$ cat config.mk
export PLATFORM = sky130hd
export DESIGN_NAME = mclk_rate_detect
export DESIGN_NICKNAME = d
export VERILOG_FILES = /design/src/rtl/mclk_det_pkg.sv /design/src/rtl/fsync_edge.sv /design/src/rtl/period_counter.sv /design/src/rtl/rate_classifier.sv /design/src/rtl/lock_tracker.sv /design/src/rtl/mclk_rate_detect.sv
export SDC_FILE = /design/constraint.sdc
export NUM_CORES = 1
export LEC_CHECK = 0
export BUFFER_PORTS_ARGS = -buffer_cell sky130_fd_sc_hd__buf_2
export CAP_MARGIN = 20
export CELL_PAD_IN_SITES_DETAIL_PLACEMENT = 0
export CELL_PAD_IN_SITES_GLOBAL_PLACEMENT = 1
export CORE_UTILIZATION = 49
export DETAILED_ROUTE_END_ITERATION = 10
export GPL_TIMING_DRIVEN = 0
export PLACE_DENSITY = 0.84
export SLEW_MARGIN = 20
export SYNTH_ARGS = -nofsm -noshare
export SYNTH_HDL_FRONTEND = slang
export SYNTH_SLANG_ARGS = --single-unit
$ cat constraint.sdc
create_clock -name clk_i -period 3.6 [get_ports clk_i]
set_input_delay 1.08 -clock clk_i [delete_from_list [all_inputs] [get_ports clk_i]]
set_output_delay 1.08 -clock clk_i [all_outputs]
set_load 0.03 [all_outputs]
$ cat src/rtl/mclk_det_pkg.sv
package mclk_det_pkg;
  typedef enum logic [1:0] {
    RATE_X1   = 2'b00,
    RATE_X2   = 2'b01,
    RATE_X4   = 2'b10,
    RATE_NONE = 2'b11
  } rate_e;

  localparam int NUM_RATES = 3;
endpackage

$ cat src/rtl/fsync_edge.sv
module fsync_edge #(
  parameter int STAGES = 2
) (
  input  logic clk_i,
  input  logic rst_ni,
  input  logic async_i,
  output logic rise_o
);
  logic [STAGES-1:0] sync_q;
  logic              prev_q;

  always_ff @(posedge clk_i or negedge rst_ni) begin
    if (!rst_ni) begin
      sync_q <= '0;
      prev_q <= 1'b0;
    end else begin
      sync_q <= {sync_q[STAGES-2:0], async_i};
      prev_q <= sync_q[STAGES-1];
    end
  end

  assign rise_o = sync_q[STAGES-1] & ~prev_q;

  a_r9_single_pulse: assert property (@(posedge clk_i) disable iff (!rst_ni)
    rise_o |=> !rise_o);
endmodule

$ cat src/rtl/period_counter.sv
module period_counter #(
  parameter int CNT_W = 11
) (
  input  logic             clk_i,
  input  logic             rst_ni,
  input  logic             rise_i,
  output logic [CNT_W-1:0] cnt_o,
  output logic             valid_o
);
  localparam logic [CNT_W-1:0] CNT_MAX = '1;

  logic [CNT_W-1:0] cnt_q;
  logic             seen_q;

  always_ff @(posedge clk_i or negedge rst_ni) begin
    if (!rst_ni) begin
      cnt_q  <= '0;
      seen_q <= 1'b0;
    end else if (rise_i) begin
      cnt_q  <= CNT_W'(1);
      seen_q <= 1'b1;
    end else if (cnt_q != CNT_MAX) begin
      cnt_q <= cnt_q + 1'b1;  // saturates so a lost reference reads as invalid
    end
  end

  assign cnt_o   = cnt_q;
  assign valid_o = rise_i & seen_q;

  a_r2_restart: assert property (@(posedge clk_i) disable iff (!rst_ni)
    rise_i |=> (cnt_q == CNT_W'(1)));
  a_r2_first_edge: assert property (@(posedge clk_i) disable iff (!rst_ni)
    valid_o |-> $past(seen_q || rise_i));
endmodule

$ cat src/rtl/rate_classifier.sv
module rate_classifier
  import mclk_det_pkg::*;
#(
  parameter int CNT_W    = 11,
  parameter int BASE_CNT = 256,
  parameter int TOL_CNT  = 4
) (
  input  logic             clk_i,
  input  logic             rst_ni,
  input  logic [CNT_W-1:0] cnt_i,
  output rate_e            code_o
);
  logic [NUM_RATES-1:0] hit;
  logic [31:0]          cnt_ext;

  assign cnt_ext = 32'(cnt_i);

  for (genvar k = 0; k < NUM_RATES; k++) begin : g_win
    localparam int unsigned LO = (BASE_CNT << k) - TOL_CNT;
    localparam int unsigned HI = (BASE_CNT << k) + TOL_CNT;
    assign hit[k] = (cnt_ext >= LO) && (cnt_ext <= HI);
  end

  always_comb begin
    code_o = RATE_NONE;
    for (int k = NUM_RATES - 1; k >= 0; k--) begin
      if (hit[k]) code_o = rate_e'(2'(k));
    end
  end

  a_r4_disjoint_windows: assert property (@(posedge clk_i) disable iff (!rst_ni)
    $onehot0(hit));
endmodule

$ cat src/rtl/lock_tracker.sv
module lock_tracker
  import mclk_det_pkg::*;
#(
  parameter int LOCK_FRAMES = 3
) (
  input  logic       clk_i,
  input  logic       rst_ni,
  input  logic       valid_i,
  input  rate_e      code_i,
  output logic [1:0] rate_o,
  output logic       locked_o,
  output logic       err_o
);
  localparam int RUN_W = $clog2(LOCK_FRAMES + 1);
  localparam logic [RUN_W-1:0] RUN_FULL = RUN_W'(LOCK_FRAMES);

  rate_e            last_q;
  logic [RUN_W-1:0] run_q, run_d;
  logic             locked_q, err_q;

  always_comb begin
    if (code_i == last_q && run_q != '0)
      run_d = (run_q == RUN_FULL) ? run_q : run_q + 1'b1;
    else
      run_d = RUN_W'(1);
  end

  always_ff @(posedge clk_i or negedge rst_ni) begin
    if (!rst_ni) begin
      last_q   <= RATE_NONE;
      run_q    <= '0;
      locked_q <= 1'b0;
      err_q    <= 1'b0;
    end else if (valid_i) begin
      if (code_i == RATE_NONE) begin
        last_q   <= RATE_NONE;
        run_q    <= '0;
        locked_q <= 1'b0;
        err_q    <= 1'b1;
      end else begin
        last_q   <= code_i;
        run_q    <= run_d;
        locked_q <= (run_d == RUN_FULL);
        if (run_d == RUN_FULL) err_q <= 1'b0;
      end
    end
  end

  assign rate_o   = locked_q ? last_q : RATE_NONE;
  assign locked_o = locked_q;
  assign err_o    = err_q;

  a_r6_err_not_locked: assert property (@(posedge clk_i) disable iff (!rst_ni)
    err_o |-> !locked_o);
  a_r6_invalid_drops: assert property (@(posedge clk_i) disable iff (!rst_ni)
    (valid_i && code_i == RATE_NONE) |=> (err_o && !locked_o));
  a_r5_lock_on_measure: assert property (@(posedge clk_i) disable iff (!rst_ni)
    $rose(locked_o) |-> $past(valid_i));
  a_r7_err_sticky: assert property (@(posedge clk_i) disable iff (!rst_ni)
    (err_o && !valid_i) |=> err_o);
  a_r5_quiet_stable: assert property (@(posedge clk_i) disable iff (!rst_ni)
    !valid_i |=> ($stable(locked_o) && $stable(rate_o)));
  a_r8_change_unlocks: assert property (@(posedge clk_i) disable iff (!rst_ni)
    (valid_i && locked_o && code_i != RATE_NONE && code_i != rate_e'(rate_o))
      |=> (!locked_o && !err_o));
endmodule

$ cat src/rtl/mclk_rate_detect.sv
module mclk_rate_detect
  import mclk_det_pkg::*;
#(
  parameter int BASE_CNT    = 256,
  parameter int TOL_CNT     = 4,
  parameter int LOCK_FRAMES = 3,
  parameter int SYNC_STAGES = 2
) (
  input  logic       clk_i,
  input  logic       rst_ni,
  input  logic       fsync_i,
  output logic [1:0] rate_o,
  output logic       locked_o,
  output logic       err_o
);
  localparam int CNT_W = $clog2(4 * BASE_CNT + 2 * TOL_CNT + 2);

  logic             rise;
  logic             meas_valid;
  logic [CNT_W-1:0] meas_cnt;
  rate_e            meas_code;

  fsync_edge #(.STAGES(SYNC_STAGES)) u_edge (
    .clk_i   (clk_i),
    .rst_ni  (rst_ni),
    .async_i (fsync_i),
    .rise_o  (rise)
  );

  period_counter #(.CNT_W(CNT_W)) u_cnt (
    .clk_i   (clk_i),
    .rst_ni  (rst_ni),
    .rise_i  (rise),
    .cnt_o   (meas_cnt),
    .valid_o (meas_valid)
  );

  rate_classifier #(
    .CNT_W    (CNT_W),
    .BASE_CNT (BASE_CNT),
    .TOL_CNT  (TOL_CNT)
  ) u_cls (
    .clk_i  (clk_i),
    .rst_ni (rst_ni),
    .cnt_i  (meas_cnt),
    .code_o (meas_code)
  );

  lock_tracker #(.LOCK_FRAMES(LOCK_FRAMES)) u_lock (
    .clk_i    (clk_i),
    .rst_ni   (rst_ni),
    .valid_i  (meas_valid),
    .code_i   (meas_code),
    .rate_o   (rate_o),
    .locked_o (locked_o),
    .err_o    (err_o)
  );

  a_r5_locked_has_code: assert property (@(posedge clk_i) disable iff (!rst_ni)
    locked_o |-> (rate_o != 2'b11));
  a_r1_idle_after_reset: assert property (@(posedge clk_i)
    $rose(rst_ni) |-> (!locked_o && !err_o && rate_o == 2'b11));
endmodule

==> results.json, run 1 <==
{
  "cts_tree": "yes",
  "critPathMaxStageDelay_ns": 0.56,
  "vias_per_cell": 5.72,
  "dp_cells": 149,
  "tns_ns": 0,
  "antenna_found_initial": 0,
  "hold_viol": 0,
  "avgSynthCellArea_um2": 9.68,
  "yosys_warnings": 0,
  "synth_edf_count": 0,
  "cts.sinks": 21,
  "seqCellArea_um2": 528,
  "fin_crit_ns": 2.23,
  "start_util_pct": 54.4,
  "grt_pass1_wl_mm": 3.72,
  "drc_errors": 0,
  "ctsResizeCount": 0,
  "drive_gt1_share_pct": 15.9,
  "ant_nets": 0,
  "setup_ws_ns": 1.37,
  "die_w_um": 49.9,
  "cts-buffers-inserted": 3,
  "nFillCells": 187,
  "vias": 875,
  "crit_chain": "nand2b_1, buf_2",
  "cts_setup_buffers": 0,
  "cp-end-kind": "output pin",
  "critPathLaunchType": "flip-flop",
  "vdd.ir_drop.worst_uv": 319,
  "pin_count": 7,
  "area_growth_pct": 8.14,
  "clock_path_buffers": 2,
  "overflow": 0,
  "dpl_worst_slack_ns": 1.40,
  "synthDominantCellAreaShare_pct": 42.4,
  "place_area_um2": 1190,
  "first_global_vias": 796,
  "hpwl_mm": 1.48,
  "cts_hold_buf": 0,
  "min_period_over_period_pct": 62.0,
  "final_nets": 132,
  "maxSlewViolCount": 0,
  "drt-initial-drc-count": 8,
  "dieHeight_um": 49.9,
  "min_path_type": "reg2reg",
  "crit_fanout": 4,
  "synth_nets": 121,
  "power.leakage_uw": 0.000501,
  "power.density_nw_per_um2": 419,
  "ys_seq_area_share_pct": 47.0,
  "worstPathArrival_ns": 1.15,
  "outcome": "completed",
  "postSynthCellCount": 116,
  "max_cap_viol_count": 0,
  "path_clk_slew_ns": 0.12,
  "routed_wl_mm": 2.06,
  "num_rows": 16,
  "clock_skew_ns": 0.00275,
  "multi_input_area_um2": 549,
  "final_area_um2": 1210,
  "avgRoutedWirePerCell_um": 13.4,
  "ys_async_sr_fraction_pct": 100,
  "max_slew_margin_pct": 62.9,
  "first_pass_iters": 4,
  "rsz0062_at_grt": "no",
  "slowest_stage": "dfstp_2",
  "dieArea_um2": 2490,
  "netlist_area_um2": 1120,
  "worst_skew_pair.late_latency_ns": 0.30,
  "cp.required_ns": 2.52,
  "tightest_slew_ns": 0.551,
  "setup_viol": 0,
  "grt_max_degree": 22,
  "yosys-top-cells-area": "dfrtp_1 42%, dfstp_2 4.7%, nand4_1 4.5%, a21oi_1 4.0%, nand3_1 3.6%",
  "synth_cell_type_count": 37,
  "grt.total_usage_pct": 19.4,
  "cts-root-buf": "clkbuf_4",
  "fp.coreArea_um2": 2060,
  "h-tree-depth": 1,
  "synth_ff_type": "dfrtp_1",
  "portBuffers": 6,
  "synth-seq-cells": 21,
  "n_antenna_cell": 0,
  "final_cells": 153,
  "gp_congestion": 0.773,
  "path_class": "reg2out",
  "synth_area_leader_cell": "dfrtp_1",
  "max_freq_ghz": 0.448
}
## placed cells by master (no fill, tap or decap), types with 5 or more instances in the layout
cell type | Yosys | layout
a21oi_1 | 9 | 9
buf_2 | 0 | 6
dfrtp_1 | 19 | 19
inv_1 | 7 | 7
nand2_1 | 10 | 10
nand3_1 | 8 | 8
nand4_1 | 8 | 8
nor2_1 | 7 | 7
o21ai_0 | 5 | 5
## cell families after synthesis
kind of cell | share of synthesized area, %
AO/OA/AOI/OAI | 17.7
XOR/XNOR | 3.90
adder cells (fa/ha/maj) | 2.23
buffers and inverters | 4.01
flip-flops | 47.0
AND/OR/NAND/NOR | 25.1
## routing by layer
metal / vias up / track usage (%) / wire length, um
met5: - / 0 / 0
met4: 0 / 8.57 / 14
met3: 2 / 2.78 / 25
met2: 3 / 28.6 / 961
met1: 426 / 28.2 / 1060
li1: 444 / - / -
## report_power, final
part           leakage [uW]  switching (uW)  internal [uW]
clock network     0.0000177            70.0           41.4
registers          0.000261            31.4            263
logic              0.000223            64.0           39.2
## sequential cells by signal (all words and copies together) (netlist names)
register	cells
u_lock.last_q	2
u_cnt.cnt_o	11
u_lock.run_q	2
u_lock.locked_o	1
u_edge.sync_q	2
u_cnt.seen_q	1
u_edge.prev_q	1
u_lock.err_o	1
## through the flow
stage	utilization, %	hold slack [ns]	total power [uW]
finish	58.9	0.379	509
global route	58.9	0.389	542
CTS	58.9	0.384	515
detailed placement	57.5	0.348	403
global placement	57.5	0.344	400
floorplan	-	0.331	373
## critical path, delay by kind of cell (launching register included)
kind	cells	cell delay (ns)
buf+inv	1	0.19
simple gates	1	0.10
flops	1	0.56
## cell usage after synthesis, drive strengths merged, types with 2 or more instances
cell type,count
a21oi,9
a311oi,2
and3,2
clkbuf,2
dfrtp,19
dfstp,2
ha,2
inv,7
nand2,10
nand2b,3
nand3,9
nand4,8
nor2,7
nor3b,3
nor4,2
o21ai,6
or2,3
or3,2
xnor2,2
xor2,3
## path summary, 6_finish.rpt
check | depth (start not counted) | slack, ns | start | end
max in group asynchronous | 1 | 2.54 | rst_ni | u_lock.last_q[0]
setup / recovery | 2 | 1.37 | u_lock.last_q[1] | rate_o[1]
hold / removal | 0 | 0.38 | u_edge.sync_q[0] | u_edge.sync_q[1]
min in group asynchronous | 1 | 0.72 | rst_ni | u_cnt.cnt_o[8]
setup reg to reg | 6 | 1.40 | u_cnt.cnt_o[5] | u_lock.err_o
hold reg to reg | 0 | 0.38 | u_edge.sync_q[0] | u_edge.sync_q[1]
## cell type report
type                            count  area share, %
Timing Repair Buffer                6           2.47
Tap cell                           27           2.78
Clock inverter                      1          0.412
Sequential cell                    21           43.5
Buffer                              3           1.55
Clock buffer                        3           1.86
Multi-Input combinational cell     85           45.3
Inverter                            7           2.16
Note: power is estimated with default switching activity, not from simulation.
==> run 2, diff against run 1 <==
Settings changed: CORE_UTILIZATION 49 to 41, PLACE_DENSITY 0.84 to 0.75.
Clock period 3.6 ns to 2 ns, I/O delays scaled along.
==> run 2 against run 1 <==
Compared with the run above:
- the flow now finishes with violations (negative setup slack)
- worst hold slack got worse by 0.15 ns
- utilization decreased by 6.1 points
- critical path depth increased by 5
==> results.json, run 2 (synthesized netlist as in run 1, its figures left out) <==
{
  "outcome": "finished, violations left",
  "violations": "negative setup slack",
  "min_path_type": "in2async",
  "path_clk_slew_ns": 0.11,
  "vias": 937,
  "routed_wl_mm": 2.32,
  "dieHeight_um": 54.3,
  "num_rows": 18,
  "grt_pass1_wl_mm": 3.77,
  "h-tree-depth": 1,
  "fp.coreArea_um2": 2520,
  "drt-initial-drc-count": 21,
  "cts-root-buf": "clkbuf_4",
  "drc_errors": 0,
  "grt_max_degree": 22,
  "vdd.ir_drop.worst_uv": 617,
  "r2r_slack_ns": -0.03,
  "setup_ws_ns": -0.0313,
  "overflow": 0,
  "cp.required_ns": 2.20,
  "vias_per_cell": 5.68,
  "layout_commonest_cell": "dfrtp_1",
  "max_freq_ghz": 0.492,
  "min_period_over_period_pct": 102,
  "die_w_um": 54.3,
  "power.leakage_uw": 0.000563,
  "max_cap_viol_count": 0,
  "reg2reg_to": "u_lock.err_o",
  "first_pass_iters": 4,
  "cts_tree": "yes",
  "final_cell_mix": "15 x dfrtp_1, 10 x nand2_1, 9 x a21oi_1, 9 x buf_4",
  "final_nets": 141,
  "cts.sinks": 21,
  "crit_buf_inv": 1,
  "cts-buffers-inserted": 3,
  "cp-end-kind": "flip-flop",
  "worst_skew_pair.late_latency_ns": 0.30,
  "clock_path_buffers": 2,
  "start_util_pct": 44.5,
  "critPathMaxStageDelay_ns": 0.40,
  "rsz0062_at_grt": "yes",
  "cts_hold_buf": 0,
  "hold_viol": 0,
  "max_slew_margin_pct": 69.4,
  "fin_crit_ns": 2.03,
  "path_class": "reg2reg",
  "area_growth_pct": 18.6,
  "crit_chain": "buf_6, or2_0, a2111o_1, a311o_1, a22oi_4, nand2_1, a21o_1",
  "ant_nets": 0,
  "pin_count": 7,
  "antenna_found_initial": 0,
  "n_antenna_cell": 0,
  "power.density_nw_per_um2": 738,
  "setup_viol": 2,
  "reg2regPathDepth": 7,
  "holdWs_ns": 0.231,
  "worstReg2RegStart": "u_cnt.cnt_o[9]",
  "worstPathArrival_ns": 2.24,
  "portBuffers": 6,
  "largest_register_ffs": 11,
  "dpl_worst_slack_ns": -0.277,
  "maxSlewViolCount": 0,
  "avgRoutedWirePerCell_um": 14.1,
  "crit_fanout": 6,
  "tightest_slew_ns": 0.459,
  "dieArea_um2": 2950,
  "drive_gt1_share_pct": 29.6,
  "slowest_stage": "a2111o_1",
  "gp_congestion": 0.795,
  "critical_path.top_delay_family": "compound AO/OA/AOI/OAI gates",
  "first_global_vias": 872,
  "critPathLaunchType": "flip-flop",
  "hpwl_mm": 1.60,
  "grt.total_usage_pct": 18.1,
  "clock_skew_ns": 0.00124
}
==> run 2: changes by cell type in the layout (fill, tap and decap cells not counted), moves of 2 or more <==
cell,change
buf_4,+9
dfrtp_1,-4
dfrtp_2,+4
nor4_4,+2
==> run 2: routing by layer <==
metal	share of wire [%]	routed length [um]	global-route usage (%)	vias up
li1	-	-	-	464
met1	47	1090	23.2	460
met2	50	1160	30.3	9
met3	1.6	38	1.67	4
met4	1.6	38	8.97	0
met5	0	0	0	-
==> run 2: report_power, final <==
| part | total [uW] | leakage [uW] | internal, uW | switching, uW |
|---|---|---|---|---|
| sequential | 539 | 0.000254 | 476 | 62.6 |
| combinational | 244 | 0.000291 | 108 | 136 |
| clock | 199 | 0.0000177 | 74.6 | 124 |
==> run 2: final cells by class <==
| type | instances | area, um^2 |
|---|---|---|
| repair buffers | 15 | 97.6 |
| well taps | 30 | 37.5 |
| multi-input cells | 85 | 589 |
| clock buffers | 3 | 22.5 |
| fillers | 251 | 1190 |
| flip-flops and latches | 21 | 533 |
| clock inverters | 1 | 5.00 |
| inverters | 7 | 26.3 |
| plain buffers | 3 | 20.0 |
==> run 2: what timing repair did <==
| item | CTS | global route |
|---|---|---|
| pin swaps | 10 | 6 |
| buffers inserted | 8 | 1 |
| gates resized for setup | 6 | 8 |
| endpoints found under the setup margin | 9 | 7 |
==> run 2: worst max path at each step <==
stage | startpoint | endpoint | slack (ns) | cells past startpoint
CTS | u_cnt.cnt_o[9] | u_lock.err_o | -0.02 | 7
floorplan | u_cnt.cnt_o[9] | u_lock.err_o | 0.008 | 7
finish | u_cnt.cnt_o[9] | u_lock.err_o | -0.03 | 7
detailed placement | u_cnt.cnt_o[5] | u_lock.err_o | -0.28 | 6
global placement | u_cnt.cnt_o[5] | u_lock.err_o | -0.18 | 6
global route | u_cnt.cnt_o[6] | u_lock.run_q[1] | -0.1 | 6
==> run 2: stage by stage <==
| step | power [uW] | instances | TNS [ns] | utilization (%) | cell area (um^2) |
|---|---|---|---|---|---|
| after floorplan | 671 | 116 | 0 | - | 1120 |
| after global placement | 723 | 152 | -0.581 | 47.2 | 1190 |
| after detailed placement | 732 | 152 | -1.10 | 47.2 | 1190 |
| after CTS | 980 | 164 | -0.0240 | 51.4 | 1300 |
| after global routing | 1050 | 165 | -0.305 | 52.8 | 1330 |
| final | 982 | 165 | -0.0359 | 52.8 | 1330 |
==> run 3, diff against run 2 <==
Settings changed: ABC_AREA set to 1, CORE_UTILIZATION 41 to 39, REMOVE_ABC_BUFFERS set to 1.
==> run 3 against run 2 <==
Compared with the run above:
- the flow now finishes without violations
- worst hold slack improved by 0.012 ns
- synthesized area rose by 9.9%
- first-iteration DRC count rose by 130%
- power fell by 3.0%
- sequential cell count did not move
- sequential power fell by 4.1%
- via count rose by 5.5%
- register-to-register slack improved by 0.35 ns
- design area rose by 1.1%
- maximum frequency rose by 15%
- setup slack improved by 0.27 ns
- non-clock buffer count fell by 12
- critical path type is now reg2out
- largest power group unchanged
==> results.json, run 3 <==
{
  "outcome": "completed",
  "final_cells": 214,
  "grt_max_degree": 22,
  "critPathLaunchType": "flip-flop",
  "cts-root-buf": "clkbuf_4",
  "grt_pass1_wl_mm": 4.00,
  "gp_congestion": 0.782,
  "power.leakage_uw": 0.000671,
  "die_w_um": 58.2,
  "ctsResizeCount": 0,
  "area_growth_pct": 9.13,
  "drc_errors": 0,
  "h-tree-depth": 1,
  "layout_commonest_cell": "nand2_1",
  "ant_nets": 0,
  "synth_edf_count": 0,
  "ys_seq_area_share_pct": 42.8,
  "grt.total_usage_pct": 15.3,
  "cts-buffers-inserted": 3,
  "clock_path_buffers": 2,
  "pin_count": 7,
  "cp.required_ns": 1.40,
  "path_clk_slew_ns": 0.12,
  "place_area_um2": 1320,
  "cp-end-kind": "output pin",
  "netlist_area_um2": 1230,
  "min_path_type": "in2async",
  "hold_viol": 0,
  "seqCellArea_um2": 528,
  "dp_cells": 210,
  "fp.coreArea_um2": 3030,
  "rsz0062_at_grt": "no",
  "postSynthCellCount": 160,
  "final_cell_mix": "39 x nand2_1, 25 x inv_1, 19 x dfrtp_1",
  "max_freq_ghz": 0.568,
  "power_frac_comb_pct": 24.4,
  "switchingPower_uw": 334,
  "largest_register_ffs": 11,
  "synth-seq-cells": 21,
  "setup_viol": 0,
  "start_util_pct": 40.7,
  "cts_setup_buffers": 0,
  "intPower_uw": 618,
  "nFillCells": 306,
  "first_pass_iters": 4,
  "avgSynthCellArea_um2": 7.71,
  "final_nets": 176,
  "yosysMostFrequentCell": "nand2_1",
  "num_rows": 20,
  "path_class": "reg2out",
  "maxSlewViolCount": 0,
  "min_period_over_period_pct": 88.0,
  "tns_ns": 0,
  "yosys_warnings": 0,
  "overflow": 0,
  "portBuffers": 6,
  "crit_fanout": 3,
  "clkPwrFrac_pct": 21.4,
  "vias_per_cell": 4.62,
  "yosys-top-cells-area": "dfrtp_1 39%, nand2_1 12%, inv_1 7.6%, dfstp_2 4.3%, nand3_2 4.1%",
  "drt-initial-drc-count": 49,
  "crit_buf_inv": 2,
  "vias": 989,
  "holdWs_ns": 0.242,
  "antenna_found_initial": 0,
  "cts_tree": "yes",
  "power.density_nw_per_um2": 708,
  "switching_share_pct": 35.1,
  "cts_hold_buf": 0,
  "dieHeight_um": 58.2,
  "synth_area_leader_cell": "dfrtp_1",
  "vdd.ir_drop.worst_uv": 389,
  "worstPathArrival_ns": 1.16,
  "first_global_vias": 889,
  "synth_ff_type": "dfrtp_1",
  "critical_path.top_delay_family": "flip-flops",
  "avgRoutedWirePerCell_um": 10.6,
  "dieArea_um2": 3390,
  "max_slew_margin_pct": 67.4,
  "multi_input_area_um2": 601,
  "ys_async_sr_fraction_pct": 100,
  "routed_wl_mm": 2.27,
  "yosys-top-cells-count": "39 x nand2_1, 25 x inv_1, 19 x dfrtp_1, 13 x nor2_1, 9 x o21ai_0",
  "slowest_stage": "dfstp_2",
  "final_area_um2": 1350,
  "drive_gt1_share_pct": 21.2,
  "hpwl_mm": 1.81,
  "crit_chain": "inv_1, nand2_1, buf_2",
  "synth_cell_type_count": 26,
  "critPathMaxStageDelay_ns": 0.57,
  "n_antenna_cell": 0,
  "cts.sinks": 21,
  "fin_crit_ns": 1.76,
  "seq_power_share_pct": 54.2,
  "max_cap_viol_count": 0,
  "worst_skew_pair.late_latency_ns": 0.30,
  "clock_skew_ns": 0.00291,
  "tightest_slew_ns": 0.489,
  "synthDominantCellAreaShare_pct": 38.5
}
-- run 3: cell count changes in the layout (fill, tap and decap cells not counted), sizes merged, moves of 4 or more --
| cell | change |
|---|---|
| nor2 | +11 |
| nor3 | +7 |
| buf | -10 |
| nand2 | +37 |
| o21ai | +4 |
| inv | +20 |
| nand4 | -7 |
-- run 3: cells by family (layout without fill, tap and decap cells) --
kind of cell	Yosys count	count (layout)	synth area share, %
flops	21	21	42.8
buf+inv	28	38	8.52
compound gates	20	20	9.13
simple gates	87	87	36.1
fa+ha+maj	2	2	2.03
xor+xnor	2	2	1.42
-- run 3: final cells by class --
cell class / count / share of cell area, %
clock buffer: 3 / 1.67
clock inverter: 1 / 0.372
inverter: 28 / 7.81
multi-input combinational: 111 / 44.6
sequential: 21 / 39.2
tap: 44 / 4.09
timing repair buffer: 6 / 2.23
-- run 3: worst paths after layout --
check,slack [ns],cells after the start,startpoint,endpoint
worst min register to register,0.37,0,u_edge.sync_q[0],u_edge.sync_q[1]
worst max register to register,0.32,12,u_cnt.cnt_o[4],u_lock.err_o
max in group asynchronous,1.41,1,rst_ni,u_lock.last_q[0]
worst min-delay path,0.24,1,rst_ni,u_lock.locked_o
min in group clk_i,0.37,0,u_edge.sync_q[0],u_edge.sync_q[1]
worst max-delay path,0.24,3,u_lock.last_q[0],rate_o[0]
-- run 3: through the flow --
stage | power [uW] | utilization [%] | worst slack [ns]
after floorplan | 694 | - | 0.526
after global routing | 1030 | 44.5 | 0.124
after detailed placement | 757 | 43.6 | 0.330
final | 953 | 44.5 | 0.240
after CTS | 962 | 44.5 | 0.227
after global placement | 753 | 43.6 | 0.327
-- run 3: metal layers --
layer | wire length, um | share of wire [%] | track usage, % | vias to the layer above
met2 | 961 | 42 | 21.5 | 11
met4 | 10 | 0.44 | 4.08 | 0
met5 | 0 | 0 | 0 | -
met1 | 1230 | 54 | 24.0 | 454
met3 | 62 | 2.7 | 2.68 | 2
li1 | - | - | - | 522
-- run 3: worst register-to-register path: cells and delay by family (launching register included) --
kind                   cells  cell delay [ns]
buffers and inverters      1             0.04
AND/OR/NAND/NOR           11             1.12
flip-flops                 1             0.46
-- run 3: power groups by stage --
stage	Clock [uW]	Sequential, uW	Combinational, uW
6_report	204	517	232
5_1_grt	235	522	271
4_1_cts	212	515	234
3_5_place_dp	0	524	233
3_3_place_gp	0	522	231
2_1_floorplan	0	512	182
